## src/rtl/mbx_irq_pkg.sv

```systemverilog
// Package: shared types for the mailbox interrupt and vector controller.
// Assumes: nothing beyond the standard.
package mbx_irq_pkg;
    // Which acknowledge strobe carries the vector.
    typedef enum logic {
        STYLE_ONE_PULSE = 1'b0,
        STYLE_TWO_PULSE = 1'b1
    } bus_style_e;

    // Number of strobes the pulse counter tracks before saturating.
    localparam int unsigned PULSES_TRACKED = 2;
endpackage

```

## src/rtl/mbx_cmd_busy.sv

```systemverilog
// Module: holds the DSP command byte and the busy flag.
// A DSP write stores the byte and sets busy. A host write of 0 clears busy.
// The DSP write wins on a collision.
// Assumes: all inputs synchronous to clk.
module mbx_cmd_busy #(
    parameter int unsigned VEC_W = 8
) (
    input  logic             clk,
    input  logic             rst_n,
    input  logic             dsp_cmd_we,
    input  logic [VEC_W-1:0] dsp_cmd_wdata,
    input  logic             host_busy_we,
    input  logic             host_busy_wdata,
    output logic             busy_q,
    output logic [VEC_W-1:0] cmd_q
);
    logic host_clear;
    assign host_clear = host_busy_we && !host_busy_wdata;

    // Purpose: capture the command byte on each DSP write.
    always_ff @(posedge clk) begin
        if (!rst_n)
            cmd_q <= '0;
        else if (dsp_cmd_we)
            cmd_q <= dsp_cmd_wdata;
    end

    // Purpose: set on a DSP write, clear on a host write of 0, DSP first.
    always_ff @(posedge clk) begin
        if (!rst_n)
            busy_q <= 1'b0;
        else if (dsp_cmd_we)
            busy_q <= 1'b1;
        else if (host_clear)
            busy_q <= 1'b0;
    end

    // a DSP write leaves busy set
    a_r1_write_sets_busy: assert property (@(posedge clk) disable iff (!rst_n)
        dsp_cmd_we |=> busy_q);
    // busy only falls after a host write of 0
    a_r2_clear_only_by_host: assert property (@(posedge clk) disable iff (!rst_n)
        $fell(busy_q) |-> $past(host_busy_we && !host_busy_wdata));
    // a collision never clears busy
    a_r3_dsp_wins: assert property (@(posedge clk) disable iff (!rst_n)
        (dsp_cmd_we && host_busy_we && !host_busy_wdata) |=> busy_q);
endmodule

```

## src/rtl/mbx_iack_seq.sv

```systemverilog
// Module: counts acknowledge strobes and picks the one that carries the vector.
// A strobe is counted when iack_n returns high. The count saturates and
// returns to zero whenever no request is pending.
// Assumes: iack_n is synchronous to clk and lasts at least one clock.
module mbx_iack_seq #(
    parameter int unsigned PULSE_MAX = mbx_irq_pkg::PULSES_TRACKED
) (
    input  logic clk,
    input  logic rst_n,
    input  logic iack_n,
    input  logic pending,
    input  logic two_pulse,
    output logic vec_sel
);
    import mbx_irq_pkg::*;

    localparam int unsigned CNT_W = $clog2(PULSE_MAX + 1);
    localparam logic [CNT_W-1:0] CNT_MAX = CNT_W'(PULSE_MAX);

    logic [CNT_W-1:0] cnt_q;
    logic             iack_prev_q;
    logic             pulse_end;
    logic [CNT_W-1:0] target;
    bus_style_e       style;

    assign style     = bus_style_e'(two_pulse);
    assign pulse_end = !iack_prev_q && iack_n;

    // Purpose: map the bus style to the index of the vector-bearing strobe.
    always_comb begin
        case (style)
            STYLE_TWO_PULSE: target = CNT_W'(1);
            default:         target = '0;
        endcase
    end

    // Purpose: remember last strobe level to find the end of each pulse.
    always_ff @(posedge clk) begin
        if (!rst_n)
            iack_prev_q <= 1'b1;
        else
            iack_prev_q <= iack_n;
    end

    // Purpose: count finished strobes, saturating, zero while idle.
    always_ff @(posedge clk) begin
        if (!rst_n)
            cnt_q <= '0;
        else if (!pending)
            cnt_q <= '0;
        else if (pulse_end && (cnt_q != CNT_MAX))
            cnt_q <= cnt_q + CNT_W'(1);
    end

    // Purpose: enable the vector only while the selected strobe is low.
    always_comb begin
        vec_sel = !iack_n && pending && (cnt_q == target);
    end

    // the counter never passes its saturation value
    a_r8_cnt_saturates: assert property (@(posedge clk) disable iff (!rst_n)
        cnt_q <= CNT_MAX);
    // the enable is never raised outside a low strobe
    a_r9_sel_only_in_pulse: assert property (@(posedge clk) disable iff (!rst_n)
        vec_sel |-> !iack_n);
    // an idle cycle leaves the counter at zero
    a_r10_idle_resets_cnt: assert property (@(posedge clk) disable iff (!rst_n)
        !pending |=> (cnt_q == '0));
endmodule

```

## src/rtl/mbx_irq_drv.sv

```systemverilog
// Module: registers the active-low interrupt request from busy and mask.
// Assumes: busy and mask_en are synchronous to clk.
module mbx_irq_drv (
    input  logic clk,
    input  logic rst_n,
    input  logic busy,
    input  logic mask_en,
    output logic irq_n
);
    // Purpose: one-clock registered, active-low request.
    always_ff @(posedge clk) begin
        if (!rst_n)
            irq_n <= 1'b1;
        else
            irq_n <= !(busy && mask_en);
    end

    // a falling request follows a masked-in busy flag
    a_r4_irq_follows_busy: assert property (@(posedge clk) disable iff (!rst_n)
        $fell(irq_n) |-> $past(busy));
    // two masked cycles in a row keep the request high
    a_r5_mask_holds_off: assert property (@(posedge clk) disable iff (!rst_n)
        (!mask_en && $past(!mask_en)) |-> irq_n);
endmodule

```

## src/rtl/mbx_irq_vec_ctrl.sv

```systemverilog
// Module: top of the mailbox interrupt and vector controller.
// Raises irq_n on a DSP command write and releases it on a host clear.
// Drives the command byte as the vector on the strobe the bus style selects.
// Assumes: synchronous inputs, and the pads tri-state from vec_oe.
module mbx_irq_vec_ctrl #(
    parameter int unsigned VEC_W     = 8,
    parameter int unsigned PULSE_MAX = mbx_irq_pkg::PULSES_TRACKED
) (
    input  logic             clk,
    input  logic             rst_n,
    input  logic             dsp_cmd_we,
    input  logic [VEC_W-1:0] dsp_cmd_wdata,
    input  logic             host_busy_we,
    input  logic             host_busy_wdata,
    input  logic             mask_en,
    input  logic             style_two_pulse,
    input  logic             iack_n,
    output logic             busy,
    output logic             irq_n,
    output logic [VEC_W-1:0] vec_data,
    output logic             vec_oe
);
    logic [VEC_W-1:0] cmd_q;
    logic             pending;

    mbx_cmd_busy #(.VEC_W(VEC_W)) u_cmd_busy (
        .clk             (clk),
        .rst_n           (rst_n),
        .dsp_cmd_we      (dsp_cmd_we),
        .dsp_cmd_wdata   (dsp_cmd_wdata),
        .host_busy_we    (host_busy_we),
        .host_busy_wdata (host_busy_wdata),
        .busy_q          (busy),
        .cmd_q           (cmd_q)
    );

    // Purpose: a request is pending when busy is set and not masked.
    always_comb begin
        pending = busy && mask_en;
    end

    mbx_iack_seq #(.PULSE_MAX(PULSE_MAX)) u_iack_seq (
        .clk       (clk),
        .rst_n     (rst_n),
        .iack_n    (iack_n),
        .pending   (pending),
        .two_pulse (style_two_pulse),
        .vec_sel   (vec_oe)
    );

    mbx_irq_drv u_irq_drv (
        .clk     (clk),
        .rst_n   (rst_n),
        .busy    (busy),
        .mask_en (mask_en),
        .irq_n   (irq_n)
    );

    // Purpose: present the live command byte only while enabled.
    always_comb begin
        vec_data = vec_oe ? cmd_q : '0;
    end

    // a vector only goes out for an unmasked busy request
    a_r6_oe_needs_request: assert property (@(posedge clk) disable iff (!rst_n)
        vec_oe |-> (busy && mask_en));
    // the bus value is zero whenever the enable is low
    a_r9_data_quiet: assert property (@(posedge clk) disable iff (!rst_n)
        !vec_oe |-> (vec_data == '0));
endmodule

```

## config.mk

```make
export PLATFORM = sky130hd
export DESIGN_NAME = mbx_irq_vec_ctrl
export DESIGN_NICKNAME = d
export VERILOG_FILES = /design/src/rtl/mbx_irq_pkg.sv /design/src/rtl/mbx_cmd_busy.sv /design/src/rtl/mbx_iack_seq.sv /design/src/rtl/mbx_irq_drv.sv /design/src/rtl/mbx_irq_vec_ctrl.sv
export SDC_FILE = /design/constraint.sdc
export NUM_CORES = 1
export LEC_CHECK = 0
export BUFFER_PORTS_ARGS = -buffer_cell sky130_fd_sc_hd__clkbuf_2
export CORE_MARGIN = 1.5
export CORE_UTILIZATION = 43
export CTS_CLUSTER_DIAMETER = 60
export CTS_CLUSTER_SIZE = 16
export DETAILED_ROUTE_END_ITERATION = 10
export GPL_TIMING_DRIVEN = 0
export PLACE_DENSITY = 0.75
export SYNTH_ARGS = -nofsm -noshare
export SYNTH_HDL_FRONTEND = slang
export SYNTH_SLANG_ARGS = --single-unit
```

## constraint.sdc

```tcl
create_clock -name clk -period 1.3 [get_ports clk]
set_clock_uncertainty 0.05 [all_clocks]
set_input_delay 0.195 -clock clk [delete_from_list [all_inputs] [get_ports clk]]
set_output_delay 0.195 -clock clk [all_outputs]
set_load 0.005 [all_outputs]
```

=== Yosys cells after proc, flatten, opt, wreduce, memory -nomap -nowiden ===
Index checks and enable logic that the tools add are counted.

* Flip-flop bits (word level): 13
* Bits in latches: 0
* RAM bits: 0
* ROM bits: 0
* Input bits: 16
* Output and inout bits: 11
* Logic and storage cells: 24
* Memories kept: 0

* Add/subtract/negate cells: 1
* $mul: 0
* Div/mod/pow operators: 0
* $lt $le $gt $ge: 0
* Equal/unequal tests: 2
* Shift operators: 0
* Mux-type cells: 4
* Bitwise operators: 0
* Reductions and logical operators: 12

{| class="wikitable"
|+ Operators with widths
! cell !! count
|-
| 8-bit 2-to-1 mux || 1
|-
| 1-bit logical AND || 6
|-
| 1-bit logical NOT || 4
|-
| 1-bit 2-to-1 mux || 3
|-
| 2-bit by 1-bit adder with 2-bit output, second input constant || 1
|-
| 2-bit by 1-bit == test with 1-bit output || 1
|-
| 2-bit inequality test, second input constant || 1
|-
| 2-bit AND reduction || 1
|-
| 2-bit nonzero test || 1
|}

=== Longest topological paths before layout ===
* Depth in word-level cells: 4
* Gate-level depth with buffers: 5
* Depth with buffers taken out: 5

=== Cells and area by module ===
From an unflattened synthesis, not the netlist that was laid out.

* Cell total of the unflattened synthesis: 55
* Area, all modules: 573.0 µm²

{| class="wikitable"
|+ Modules (own cells, without submodules)
! module !! instances !! cells an instance !! area each (µm²) !! sequential area each (µm²)
|-
| mbx_cmd_busy || 1 || 29 || 337.8 || 180.2
|-
| mbx_iack_seq || 1 || 15 || 153.9 || 60.1
|-
| mbx_irq_vec_ctrl || 1 || 9 || 56.3 || 0.0
|-
| mbx_irq_drv || 1 || 2 || 25.0 || 20.0
|}

=== Worst setup path before layout ===
Ideal clock, no wire load.

* Path kind: flip-flop to output port
* From: register u_cmd_busy.busy_q
* To: output port vec_data[0]
* Arrival time: 965 ps
* Required time: 1055 ps
* Slack: 90 ps
* Cell stages (with the launch flop): 4
* Path buffers: 0
* Cell sequence: dfxtp_1 nand2_1 nor4_4 and2_1

* Cells in the longest elaborated chain, start to end: 4

{| class="wikitable"
|+ RTL lines
! item !! line !! RTL
|-
| start: declaration || mbx_cmd_busy.sv:14 || <nowiki>output logic busy_q,</nowiki>
|-
| start signal: assignment || mbx_cmd_busy.sv:31 || <nowiki>busy_q <= 1'b0;</nowiki>
|-
| start signal: assignment || mbx_cmd_busy.sv:33 || <nowiki>busy_q <= 1'b1;</nowiki>
|-
| start signal: assignment || mbx_cmd_busy.sv:35 || <nowiki>busy_q <= 1'b0;</nowiki>
|-
| 1-bit logical AND || mbx_irq_vec_ctrl.sv:39 || <nowiki>pending = busy && mask_en;</nowiki>
|-
| 1-bit logical AND (2 in a row) || mbx_iack_seq.sv:57 || <nowiki>vec_sel = !iack_n && pending && (cnt_q == target);</nowiki>
|-
| net vec_oe || mbx_irq_vec_ctrl.sv:21 || <nowiki>output logic vec_oe</nowiki>
|-
| 8-bit 2-to-1 mux || mbx_irq_vec_ctrl.sv:61 || <nowiki>vec_data = vec_oe ? cmd_q : '0;</nowiki>
|-
| end: declaration || mbx_irq_vec_ctrl.sv:20 || <nowiki>output logic [VEC_W-1:0] vec_data,</nowiki>
|}

The timed path passes the listed nets, and every way through them passes these cells.

=== Worst setup path in the final report ===
* From: register u_iack_seq.cnt_q[0]
* To: output port vec_data[4]

* Cells in the longest elaborated chain, start to end: 3

{| class="wikitable"
|+ RTL lines
! item !! line !! RTL
|-
| start: declaration || mbx_iack_seq.sv:20 || <nowiki>logic [CNT_W-1:0] cnt_q;</nowiki>
|-
| start signal: assignment || mbx_iack_seq.sv:52 || <nowiki>cnt_q <= cnt_q + CNT_W'(1);</nowiki>
|-
| 2-bit by 1-bit == test with 1-bit output || mbx_iack_seq.sv:57 ||
|-
| 1-bit logical AND || mbx_iack_seq.sv:57 ||
|-
| 8-bit 2-to-1 mux || mbx_irq_vec_ctrl.sv:61 ||
|}

No other way between the ends.

==> impl_metrics.json <==
{
  "placedCellCount": 93,
  "worst_pin_slew_ps": 332.3,
  "grt-ovfl-total": 0,
  "async_flop_share_pct": 0,
  "violations": "negative setup slack",
  "dominantRegCellSynth": "dfxtp_1",
  "synth.distinct_cells": 18,
  "power.density_nw_per_um2": 885.4,
  "ant_nets": 0,
  "worstPathArrival_ps": 1340,
  "fmax_ghz": 0.6292,
  "ctsRootBufferMaster": "clkbuf_4",
  "hpwl_um": 769.3,
  "timing.final.ws_setup_ps": -289.2,
  "synth_edf_count": 0,
  "first_pass_iters": 4,
  "min_period_ps": 1589,
  "layout.nets": 107,
  "insertion_delay_ps": 270,
  "vdd_drop_max_uv": 714.1,
  "crit_path_end": "vec_data[4]",
  "hold_viol": 0,
  "htreeDepth": 1,
  "dpl-instance-area_um2": 706.9,
  "route.detailed.vias_per_inst": 4.767,
  "total_power_uw": 779.9,
  "final_cells": 103,
  "crit_start": "u_iack_seq.cnt_q[0]",
  "critPathKind": "register to primary output",
  "r2r_setup_slack_ps": -50,
  "rsz0062_at_grt": "true",
  "slowest_delay_ps": 370,
  "gp_congestion": 0.6851,
  "period_share_pct": 122.2,
  "start_util_pct": 48.18,
  "die_h_um": 39.23,
  "wl_um": 1230,
  "maxSlewHeadroom_pct": 77.84,
  "cts.clk_slew.worst_paths_ps": 80,
  "ys_seq_elements": 13,
  "die_w_um": 39.23,
  "grtUsageTotal_pct": 17.23,
  "core_area_um2": 1171,
  "port_buffers": 25,
  "num_rows": 12,
  "reg2reg_depth": 6,
  "run_status": "finished, violations left",
  "reg2reg_to": "u_iack_seq.cnt_q[1]",
  "cp-start-kind": "register",
  "postSynthNetCount": 71,
  "crit_fanout": 4,
  "grt_pass1_vias": 437,
  "pin_count": 27,
  "syn_area_um2": 564.3,
  "drc": 0,
  "critical_path.slowest_cell": "dfxtp_4",
  "drt-initial-drc-count": 6,
  "crit_buf_inv": 2,
  "drv_cap": 0,
  "layout-drive-gt1-share_pct": 55.06,
  "ys_seq_area_share_pct": 46.12,
  "tritoncts": "done",
  "syn_avg_cell_area_um2": 10.45,
  "setup_viol": 11,
  "tns_ps": -2644,
  "diodes": 0,
  "vias": 491,
  "design_area_um2": 880.8,
  "cts_buffer_depth": 2,
  "die-area_um2": 1539,
  "area_growth_pct": 56.10,
  "cp_top_family": "flip-flops",
  "end_kind": "primary output",
  "grt_max_degree": 11,
  "grt_antenna_before_repair": 0,
  "r2r_start": "u_iack_seq.cnt_q[0]",
  "min_path_type": "input pin to register",
  "cp.depth": 5,
  "syn-instance-count": 54,
  "crit_required_ps": 1050,
  "cts_sinks": 13,
  "maxSlewViolCount": 0,
  "wire_per_inst_um": 11.94,
  "path_cells": "xor2_4 -> nor4_4 -> buf_4 -> and2_4 -> buf_6",
  "grt_pass1_wl_um": 1690,
  "yosysWarnings": 0,
  "cts_hold_buf": 0,
  "p_leak_uw": 0.0004111,
  "numCtsBuffers": 3
}
-- metal layers --
metal	wire length (um)	GRT usage (%)
met5	0	0
met4	23	12.93
met3	44	3.468
met2	663	29.58
met1	498	18.15
-- cell families (layout without fill, tap and decap cells) --
| logic type | count (synthesis) | after routing | synth area share [%] |
|---|---|---|---|
| buffers and inverters | 3 | 38 | 2.215 |
| XOR/XNOR | 2 | 2 | 3.105 |
| flip-flops | 13 | 13 | 46.12 |
| AO/OA/AOI/OAI | 2 | 2 | 2.217 |
| adder cells (fa/ha/maj) | 1 | 1 | 2.217 |
| multiplexers | 8 | 8 | 14.19 |
| AND/OR/NAND/NOR | 25 | 25 | 29.93 |
-- flip-flops by register name, indices dropped and copies added, names as in the netlist --
signal / flops
u_cmd_busy.busy_q: 1
u_cmd_busy.cmd_q: 8
u_iack_seq.cnt_q: 2
u_iack_seq.iack_prev_q: 1
u_irq_drv.irq_n: 1
-- where the power goes --
group / switching, uW / internal (uW) / leakage, uW
registers: 10.1 / 417 / 0.000108
clock network: 131 / 119 / 0.0000150
logic: 44.2 / 59.2 / 0.000288
-- worst register-to-register path, cell delays in order (launching register included) --
cell      delay, ps
dfxtp_4         380
buf_4           120
inv_1            40
ha_1            190
nor3b_2         250
buf_4           160
a211oi_1         60
-- Yosys cell counts, types with 2 or more instances --
| master | count | area share, % |
|---|---|---|
| dfxtp_1 | 13 | 46 |
| nor2b_1 | 9 | 10 |
| and2_1 | 8 | 8.9 |
| mux2i_1 | 8 | 14 |
| nand2b_1 | 2 | 2.2 |
| nor2_1 | 2 | 1.3 |
-- per-stage QoR --
step / hold WS [ps] / worst slack [ps] / util, %
floorplan: 246.5 / 90.06 / -
global placement: 398.9 / -114.6 / 60.36
detailed placement: 404.5 / -122.4 / 60.36
CTS: 115.9 / -282.0 / 67.31
global route: 136.1 / -363.0 / 75.21
finish: 120.3 / -289.2 / 75.21
-- placed cells by master (no fill, tap or decap) --
cell,count
a211oi_1,1
a21oi_1,1
and2_4,8
buf_2,1
buf_4,6
buf_6,9
clkbuf_1,2
clkbuf_2,16
clkbuf_4,3
dfxtp_1,11
dfxtp_2,1
dfxtp_4,1
ha_1,1
inv_1,1
mux2i_1,8
nand2_2,1
nand2b_1,2
nand3_1,1
nor2_1,2
nor2b_1,9
nor3b_2,1
nor4_4,1
xnor2_1,1
xor2_4,1
-- layout make-up --
cell class / instances / area (um^2)
Fill cell: 82 / 290.3
Buffer: 2 / 8.758
Clock buffer: 4 / 26.28
Inverter: 1 / 3.754
Timing Repair Buffer: 31 / 226.5
Multi-Input combinational cell: 38 / 332.8
Sequential cell: 13 / 265.3
Tap cell: 14 / 17.52
-- what timing repair did --
| item | in CTS | in global routing |
|---|---|---|
| resized for setup | 6 | 19 |
| buffers inserted | 5 | 1 |
| gates cloned | 0 | 0 |
| setup endpoints to repair | 10 | 11 |
| pin swaps | 4 | 9 |
-- worst min path at each step --
stage | from | endpoint | cells after the start
after floorplan | iack_n | u_iack_seq.iack_prev_q | 1
final | rst_n | u_irq_drv.irq_n | 2
after detailed placement | rst_n | u_irq_drv.irq_n | 2
after global routing | rst_n | u_irq_drv.irq_n | 2
after global placement | mask_en | u_irq_drv.irq_n | 2
after CTS | rst_n | u_irq_drv.irq_n | 2
(Power assumes the default switching activity.)
